### src/rtl/idp_pkg.sv
package idp_pkg;
  localparam logic [3:0] IDP_TYPE = 4'b1011;

  typedef enum logic [2:0] {
    ST_IDLE,
    ST_CTRL,
    ST_AHI,
    ST_ALO,
    ST_WDAT,
    ST_LDAT,
    ST_LEND,
    ST_RD
  } idp_st_e;
endpackage

### src/rtl/idp_lock_reg.sv
module idp_lock_reg (
  input  logic clk,
  input  logic rst_n,
  input  logic set_cmd_i,
  input  logic preload_i,
  output logic locked_o
);
  logic locked_q, locked_d;

  always_comb locked_d = locked_q | set_cmd_i | preload_i;

  always_ff @(posedge clk or negedge rst_n) begin
    if (!rst_n) locked_q <= 1'b0;
    else        locked_q <= locked_d;
  end

  assign locked_o = locked_q;


  lock_sticky_chk: assert property (@(posedge clk) disable iff (!rst_n)
    locked_q |=> locked_q);
endmodule

### src/rtl/idp_page_store.sv
module idp_page_store #(
  parameter int PAGE_BYTES = 32,
  localparam int OFS_W = $clog2(PAGE_BYTES),
  localparam int PW = PAGE_BYTES * 8
) (
  input  logic             clk,
  input  logic             rst_n,
  input  logic             we_i,
  input  logic [OFS_W-1:0] wofs_i,
  input  logic [7:0]       wdata_i,
  input  logic             commit_i,
  input  logic             abort_i,
  input  logic             locked_i,
  input  logic [OFS_W-1:0] rofs_i,
  output logic [7:0]       rdata_o
);
  logic [PW-1:0]         page_q, page_d;
  logic [PW-1:0]         stage_q, stage_d;
  logic [PAGE_BYTES-1:0] mask_q, mask_d;

  always_comb begin
    page_d  = page_q;
    stage_d = stage_q;
    mask_d  = mask_q;
    for (int i = 0; i < PAGE_BYTES; i++) begin
      if (we_i && (wofs_i == i[OFS_W-1:0])) begin
        stage_d[i*8 +: 8] = wdata_i;
        mask_d[i]         = 1'b1;
      end
      if (commit_i && mask_q[i] && !locked_i)
        page_d[i*8 +: 8] = stage_q[i*8 +: 8];
      if (commit_i || abort_i)
        mask_d[i] = 1'b0;
    end
  end

  always_ff @(posedge clk or negedge rst_n) begin
    if (!rst_n) begin
      page_q  <= '0;
      stage_q <= '0;
      mask_q  <= '0;
    end else begin
      page_q  <= page_d;
      stage_q <= stage_d;
      mask_q  <= mask_d;
    end
  end

  assign rdata_o = page_q[{rofs_i, 3'b000} +: 8];


  locked_freeze_chk: assert property (@(posedge clk) disable iff (!rst_n)
    locked_i |=> $stable(page_q));


  abort_clears_chk: assert property (@(posedge clk) disable iff (!rst_n)
    abort_i |=> (mask_q == '0));
endmodule

### src/rtl/idp_cmd_fsm.sv
module idp_cmd_fsm
  import idp_pkg::*;
#(
  parameter int PAGE_BYTES = 32,
  parameter int SEL_BIT = 10,
  localparam int OFS_W = $clog2(PAGE_BYTES),
  localparam int SEL_IN_HI = SEL_BIT - 8
) (
  input  logic             clk,
  input  logic             rst_n,
  input  logic [2:0]       pins_i,
  input  logic             ev_start_i,
  input  logic             ev_stop_i,
  input  logic             ev_byte_i,
  input  logic [7:0]       byte_i,
  input  logic             rd_adv_i,
  input  logic             locked_i,
  output logic             ack_o,
  output logic             ack_vld_o,
  output logic             rd_mode_o,
  output logic             stage_we_o,
  output logic             commit_o,
  output logic             abort_o,
  output logic             lock_set_o,
  output logic [OFS_W-1:0] ptr_o
);
  idp_st_e          st_q, st_d;
  logic [OFS_W-1:0] ptr_q, ptr_d;
  logic             sel_q, sel_d;
  logic             lpend_q, lpend_d;
  logic             ack_q, ack_d;
  logic             vld_q, vld_d;

  always_comb begin
    st_d       = st_q;
    ptr_d      = ptr_q;
    sel_d      = sel_q;
    lpend_d    = lpend_q;
    ack_d      = 1'b0;
    vld_d      = 1'b0;
    stage_we_o = 1'b0;
    commit_o   = 1'b0;
    abort_o    = 1'b0;
    lock_set_o = 1'b0;
    if (ev_start_i) begin
      st_d    = ST_CTRL;
      abort_o = 1'b1;
      lpend_d = 1'b0;
    end else if (ev_stop_i) begin
      commit_o   = (st_q == ST_WDAT);
      lock_set_o = lpend_q;
      abort_o    = (st_q != ST_WDAT);
      lpend_d    = 1'b0;
      st_d       = ST_IDLE;
    end else if (ev_byte_i) begin
      vld_d = 1'b1;
      unique case (st_q)
        ST_CTRL: begin
          if (byte_i[7:4] == IDP_TYPE && byte_i[3:1] == pins_i) begin
            ack_d = 1'b1;
            st_d  = byte_i[0] ? ST_RD : ST_AHI;
          end else begin
            st_d = ST_IDLE;
          end
        end
        ST_AHI: begin
          ack_d = 1'b1;
          sel_d = byte_i[SEL_IN_HI];
          st_d  = ST_ALO;
        end
        ST_ALO: begin
          ack_d = 1'b1;
          ptr_d = byte_i[OFS_W-1:0];
          st_d  = sel_q ? ST_LDAT : ST_WDAT;
        end
        ST_WDAT: begin
          if (!locked_i) begin
            ack_d      = 1'b1;
            stage_we_o = 1'b1;
            ptr_d      = ptr_q + 1'b1;
          end
        end
        ST_LDAT: begin
          if (!locked_i) begin
            ack_d   = 1'b1;
            lpend_d = byte_i[1];
          end
          st_d = ST_LEND;
        end
        default: ack_d = 1'b0;
      endcase
    end else if (rd_adv_i && st_q == ST_RD) begin
      ptr_d = ptr_q + 1'b1;
    end
  end

  always_ff @(posedge clk or negedge rst_n) begin
    if (!rst_n) begin
      st_q    <= ST_IDLE;
      ptr_q   <= '0;
      sel_q   <= 1'b0;
      lpend_q <= 1'b0;
      ack_q   <= 1'b0;
      vld_q   <= 1'b0;
    end else begin
      st_q    <= st_d;
      ptr_q   <= ptr_d;
      sel_q   <= sel_d;
      lpend_q <= lpend_d;
      ack_q   <= ack_d;
      vld_q   <= vld_d;
    end
  end

  assign ack_o     = ack_q;
  assign ack_vld_o = vld_q;
  assign rd_mode_o = (st_q == ST_RD);
  assign ptr_o     = ptr_q;


  byte_ack_timing_chk: assert property (@(posedge clk) disable iff (!rst_n)
    (ev_byte_i && !ev_start_i && !ev_stop_i) |=> ack_vld_o);


  locked_nack_chk: assert property (@(posedge clk) disable iff (!rst_n)
    (ev_byte_i && !ev_start_i && !ev_stop_i && locked_i &&
     (st_q == ST_WDAT || st_q == ST_LDAT)) |=> !ack_o);


  foreign_ignore_chk: assert property (@(posedge clk) disable iff (!rst_n)
    (st_q == ST_IDLE && ev_byte_i && !ev_start_i && !ev_stop_i) |=> (!ack_o && st_q == ST_IDLE));


  lock_end_nack_chk: assert property (@(posedge clk) disable iff (!rst_n)
    (st_q == ST_LEND && ev_byte_i && !ev_start_i && !ev_stop_i) |=> !ack_o);
endmodule

### src/rtl/idp_page_ctrl.sv
module idp_page_ctrl #(
  parameter int PAGE_BYTES = 32,
  parameter int SEL_BIT = 10,
  localparam int OFS_W = $clog2(PAGE_BYTES)
) (
  input  logic       clk,
  input  logic       rst_n,
  input  logic [2:0] pins_i,
  input  logic       ev_start_i,
  input  logic       ev_stop_i,
  input  logic       ev_byte_i,
  input  logic [7:0] byte_i,
  input  logic       rd_adv_i,
  input  logic       lock_preload_i,
  output logic       ack_o,
  output logic       ack_vld_o,
  output logic       rd_mode_o,
  output logic [7:0] rd_data_o,
  output logic       locked_o
);
  logic             locked;
  logic             stage_we, commit, abort, lock_set;
  logic [OFS_W-1:0] ptr;

  idp_cmd_fsm #(.PAGE_BYTES(PAGE_BYTES), .SEL_BIT(SEL_BIT)) u_fsm (
    .clk        (clk),
    .rst_n      (rst_n),
    .pins_i     (pins_i),
    .ev_start_i (ev_start_i),
    .ev_stop_i  (ev_stop_i),
    .ev_byte_i  (ev_byte_i),
    .byte_i     (byte_i),
    .rd_adv_i   (rd_adv_i),
    .locked_i   (locked),
    .ack_o      (ack_o),
    .ack_vld_o  (ack_vld_o),
    .rd_mode_o  (rd_mode_o),
    .stage_we_o (stage_we),
    .commit_o   (commit),
    .abort_o    (abort),
    .lock_set_o (lock_set),
    .ptr_o      (ptr)
  );

  idp_page_store #(.PAGE_BYTES(PAGE_BYTES)) u_store (
    .clk      (clk),
    .rst_n    (rst_n),
    .we_i     (stage_we),
    .wofs_i   (ptr),
    .wdata_i  (byte_i),
    .commit_i (commit),
    .abort_i  (abort),
    .locked_i (locked),
    .rofs_i   (ptr),
    .rdata_o  (rd_data_o)
  );

  idp_lock_reg u_lock (
    .clk       (clk),
    .rst_n     (rst_n),
    .set_cmd_i (lock_set),
    .preload_i (lock_preload_i),
    .locked_o  (locked)
  );

  assign locked_o = locked;
endmodule

### config.mk
export PLATFORM = sky130hd
export DESIGN_NAME = idp_page_ctrl
export DESIGN_NICKNAME = d
export VERILOG_FILES = /design/src/rtl/idp_pkg.sv /design/src/rtl/idp_lock_reg.sv /design/src/rtl/idp_page_store.sv /design/src/rtl/idp_cmd_fsm.sv /design/src/rtl/idp_page_ctrl.sv
export SDC_FILE = /design/constraint.sdc
export NUM_CORES = 1
export LEC_CHECK = 0
export BUFFER_PORTS_ARGS = -buffer_cell sky130_fd_sc_hd__buf_4
export CORE_MARGIN = 2
export CORE_UTILIZATION = 23
export CTS_CLUSTER_SIZE = 40
export DETAILED_ROUTE_END_ITERATION = 12
export SLEW_MARGIN = 20
export SYNTH_ARGS = -nofsm -noshare
export SYNTH_HDL_FRONTEND = slang
export SYNTH_SLANG_ARGS = --single-unit
### constraint.sdc
create_clock -name clk -period 2.85 [get_ports clk]
set_input_delay 0.7125 -clock clk [delete_from_list [all_inputs] [get_ports clk]]
set_output_delay 0.7125 -clock clk [all_outputs]
set_load 0.03 [all_outputs]
-- Yosys cells after proc, flatten, opt, wreduce, memory -nomap -nowiden
Index checks and enable logic that the tools add are counted.
- bits in writable memories: 0
- memories: 0
- bits in latches: 0
- bits in registers: 557
- output and inout bits: 12
- ROM bits: 0
- input port bits: 18
- div/mod/pow operators: 0
- shifts and indexed selects: 1
- $lt $le $gt $ge: 0
- bitwise operators: 4
- muxes and demuxes: 99
- add/sub/neg operators: 1
- multipliers: 0
- eq/ne operators: 43
- reduce and logical (&&, ||, !) cells: 143
- operators with widths (cell ; number):
    $shiftx A256 B9 Y8 ; 1
    $logic_and A1 B1 Y1 ; 98
    $mux W1 ; 88
    $eq A5 B5 Y1 const B ; 16
    $reduce_bool A2 Y1 ; 33
    $eq A5 B4 Y1 const B ; 8
    $eq A5 B3 Y1 const B ; 4
    $mux W3 ; 5
    $mux W5 ; 3
    $pmux W3 S4 ; 1
    $eq A5 B2 Y1 const B ; 2
    $pmux W5 S2 ; 1
    $eq A3 B3 Y1 const B ; 3
    $ne A3 B3 Y1 const B ; 3
    $eq A3 B2 Y1 const B ; 2
    $reduce_bool A3 Y1 ; 2
    $reduce_bool A6 Y1 ; 1
    $add A5 B1 Y5 const B ; 1
    $eq A5 B1 Y1 const B ; 1
    $logic_not A5 Y1 ; 1
    $reduce_and A5 Y1 ; 1
    $eq A4 B4 Y1 const B ; 1
    $reduce_and A4 Y1 ; 1
    $reduce_or A2 Y1 ; 2
    other kinds (10) ; 12

-- Longest topological paths before layout
- depth after elaboration: 8
- gate-level depth with buffers: 10

-- Modules after synthesis
From an unflattened synthesis, not the netlist that was laid out.
- cell total of the unflattened synthesis: 1423
- area total of the unflattened synthesis: 23098.4 um2
- modules (own cells, without submodules) (module ; times used ; cells each ; seq. area each (um2) ; area each (um2)):
    idp_page_store ; 1 ; 1336 ; 13613.1 ; 22186.3
    idp_cmd_fsm ; 1 ; 85 ; 300.3 ; 880.8
    idp_lock_reg ; 1 ; 2 ; 25.0 ; 31.3

-- Worst setup path after synthesis
Ideal clock, no wire load.
- path type: register to output
- start point: reg u_fsm.ptr_q[0], in the netlist u_fsm.ptr_o[0]
- end point: out rd_data_o[1]
- stages on the path, launching flop included: 7
- slack: -0.116 ns
- arrival: 2.253 ns
- cells stage by stage: dfrtp_1 -> buf_2 -> buf_2 -> clkbuf_1 -> clkbuf_1 -> a311oi_1 -> a31oi_1
- cells in the longest elaborated chain, start to end: 1
- ends and longest elaborated chain (element ; RTL line ; source):
    start: declaration ; idp_cmd_fsm.sv:28 ; logic [OFS_W-1:0] ptr_q, ptr_d;
    start signal: assignment ; idp_cmd_fsm.sv:107 ; ptr_q <= ptr_d;
    $shiftx A256 B9 Y8 ; idp_page_store.sv:49 ; assign rdata_o = page_q[{rofs_i, 3'b000} +: 8];
    end: declaration ; idp_page_ctrl.sv:18 ; output logic [7:0] rd_data_o,
Every way passes these cells.

-- Worst setup path after layout
- start point: reg u_fsm.ptr_q[0], in the netlist u_fsm.ptr_o[0]
- end point: out rd_data_o[2]
The elaborated chain is that of the path after synthesis.

==> metrics <==
Avg Cell Area, Syn 15.0 µm²; critical path arrival 2780 ps; slowest stage cell on the critical path dfrtp_4; pwr dens 612 nW/µm²; number of enable flip-flop cells after synthesis 0; Clock transition at path regs 60 ps; Core Util, Final 28.2%; Post-Syn Nets 1569; fill count 9966; aggregate routed wire length 63.2 mm; FMAX 0.286 GHz; Placed Cells 2911; worst r2r src u_fsm.ptr_o[0]; Synth Warn # 0; Tcrit/Tclk final 123%; register area share after synthesis 60.2%; Finished Cell Area 28200 µm²; Slew HR 53.8%; CTS H-Tree Depth 2; chip width 321 µm; RD Place Congestion 0.894; gr ovfl total 0; pin count of the biggest net entering global routing 81; most used cell, CP buf_6; critical path class reg2out; cell area after synthesis 23200 µm²; Routed Antenna Nets 0; core area 100000 µm²; PortBufs 29; Yosys cell types 53; instance area at placement 25800 µm²; initial antenna violation count 1; # rows 116; CP startpoint kind flop; Peak VDD IR 0.481 mV; failing checks setup timing; clk_skew 30.5 ps; GRT Util Overall 12.3%; predominant post-synthesis flop cell dfrtp_1; final hold violation count 0; Clock Tree Root clkbuf_16; die area 103000 µm²; vias per cell 4.55; top cells by area, synth dfrtp_1 60%, mux2_2 25%, mux4_2 3.7%; vias in the first global route 14.7k; Worst EP required 2140 ps; drt wl/cell 20.9 µm; Non-Filler Instances 3027; CP Capture Type primary output; first-pass GRT wire length 95.5 mm; crit-path max cell delay 520 ps; Max Cap Viol 0; TritonCTS clock tree yes; TritonRoute pass-1 iters 7; number of synthesized register bits 557; Initial Utilization 23.2%; CTS Buffer Depth 3; clock latency on the worst-skew pair 630 ps; vias 13.8k; RSZ-0062 raised after global routing yes; Total Nets Final 1706; share of post-route cells with drive strength above 1 49.6%; HP Class in2async; crit path max fanout 5; cells along the critical path buf_6 -> buf_12 -> mux4_2 -> a22o_4 -> nor4_4 -> buf_4 -> a41oi_4 -> buf_6; CTS sink cnt 557; post-DP HPWL 43.1 mm; Final Power 17300 µW; Async S/R FF share, synth 100%; Syn-to-layout area delta 21.8%; Ports 30; Max Transition Viols Final 0; Period minus WS final 3500 ps; status finished with violations; DRC viols 0; share of the synthesized area in the top cell type 60.2%; Leak 0.0138 µW; Yosys top cell by area dfrtp_1; Final Setup Violations 8; Iter 0 DRT Violations 1045; crit path launch u_fsm.ptr_o[0]; Syn Inst Count 1543; final worst slack -647 ps; die height 321 µm; CTS Buf Count 59; worst slew pin tran 693 ps
[report_power, final]
group	internal [µW]	leakage, µW	switching [µW]
Clock	4600	0.000969	3180
Combinational	589	0.00509	946
Sequential	7930	0.00777	25.7
Total	13100	0.0138	4150
[Yosys cell counts, drive strengths merged (2+ instances only)]
cell type,count
nor4,13
a22o,10
mux2i,50
clkbuf,48
o21ai,2
a21oi,8
inv,8
nor2,13
o32a,2
or2,2
nand2,125
buf,27
a31oi,7
xor2,3
o2bb2a,2
mux4,38
a2bb2oi,2
ha,8
and2,2
a211oi,4
a221oi,2
nor3,10
nand2b,4
or3b,3
nor2b,9
a41oi,2
a22oi,9
o32ai,2
nand3,20
a311oi,2
nand3b,5
mux2,519
dfrtp,557
o22ai,12
[kinds of logic (layout without fill, tap and decap cells)]
group | after synthesis | count (layout) | share of synthesized area (%)
other cells | 0 | 2 | 0
xor+xnor | 3 | 3 | 0.113
buf+inv | 83 | 267 | 1.44
mux | 607 | 607 | 31.1
compound gates | 74 | 74 | 2.39
fa+ha+maj | 8 | 8 | 0.432
simple gates | 211 | 211 | 4.40
flops | 557 | 557 | 60.2
[worst max-delay path, delay by kind of cell, from the launching register on]
kind | cells | cell delay (ps)
AO/OA/AOI/OAI | 2 | 320
buffers and inverters | 4 | 670
flip-flops | 1 | 520
AND/OR/NAND/NOR | 1 | 210
multiplexers | 1 | 420
[cell type report]
type | count | area [µm²] | area share [%]
repair buffers | 151 | 1440 | 5.10
multi-input cells | 903 | 9200 | 32.6
diodes | 2 | 5.00 | 0.0177
flip-flops and latches | 557 | 13900 | 49.4
well taps | 1298 | 1620 | 5.76
clock inverters | 23 | 270 | 0.958
inverters | 8 | 30.0 | 0.106
clock buffers | 85 | 1710 | 6.04
[metrics by stage]
| stage | setup WS [ps] | TNS (ps) | hold WS, ps |
|---|---|---|---|
| finish | -647 | -4620 | 60.9 |
| CTS | -690 | -5190 | 58.1 |
| global route | -690 | -5090 | 85.4 |
| detailed placement | -182 | -702 | 463 |
| floorplan | 4.90 | 0 | 417 |
| global placement | -255 | -709 | 458 |
[layout by cell type, fill, tap and decap left out, types with 6 or more instances in the layout]
master     netlist  routed
o22ai_1         12       6
mux4_2          38      38
buf_6            0      15
a22oi_1          9       7
a21oi_1          8       6
clkinv_2         0      11
o22ai_2          0       6
mux2_2         519     519
nand3_1         16      16
nand2_1        121     121
clkbuf_1        48      14
dfrtp_1        557     555
buf_12           0      17
inv_1            8       8
ha_1             8       8
mux2i_1         50      46
clkbuf_16        0      60
a22o_1          10       9
clkbuf_8         0      11
nor3_1           7       6
nor2_1          13      11
nor2b_1          9       9
buf_4            1     115
[timing repair]
item                                    4_1_cts  5_1_grt
resized for setup                            34       25
cloned                                        1        0
pin swaps                                     4        7
hold buffers                                  0        0
buffers inserted                              6        0
endpoints found under the setup margin        8        8
[final timing paths]
kind | slack, ps | to | cells past startpoint
max | -650 | rd_data_o[2] | 8
min in group clk | 330 | u_lock.locked_o | 2
max reg2reg | 220 | u_store.stage_q[122] | 7
min reg2reg | 470 | u_store.mask_q[5] | 2
max in group asynchronous | 1910 | u_store.stage_q[163] | 2
min | 60 | u_store.stage_q[212] | 1
[state kept, by name (all words and copies together), names as in the netlist]
register and count:
u_fsm.sel_q 1, u_fsm.lpend_q 1, u_fsm.ack_vld_o 1, u_store.mask_q 32
u_fsm.st_q 3, u_fsm.ptr_o 5, u_fsm.ack_o 1, u_store.page_q 256
u_store.stage_q 256, u_lock.locked_o 1
[per-layer routing]
layer	vias up	track usage [%]	share of wire, %	wire length, µm
met5	-	0	0	0
met4	0	3.39	2.2	1370
met3	85	1.96	4.9	3100
met2	363	20.5	49	30800
met1	7428	16.5	44	28000
li1	5911	-	-	-
No activity file was read; power rests on OpenSTA's default activity.
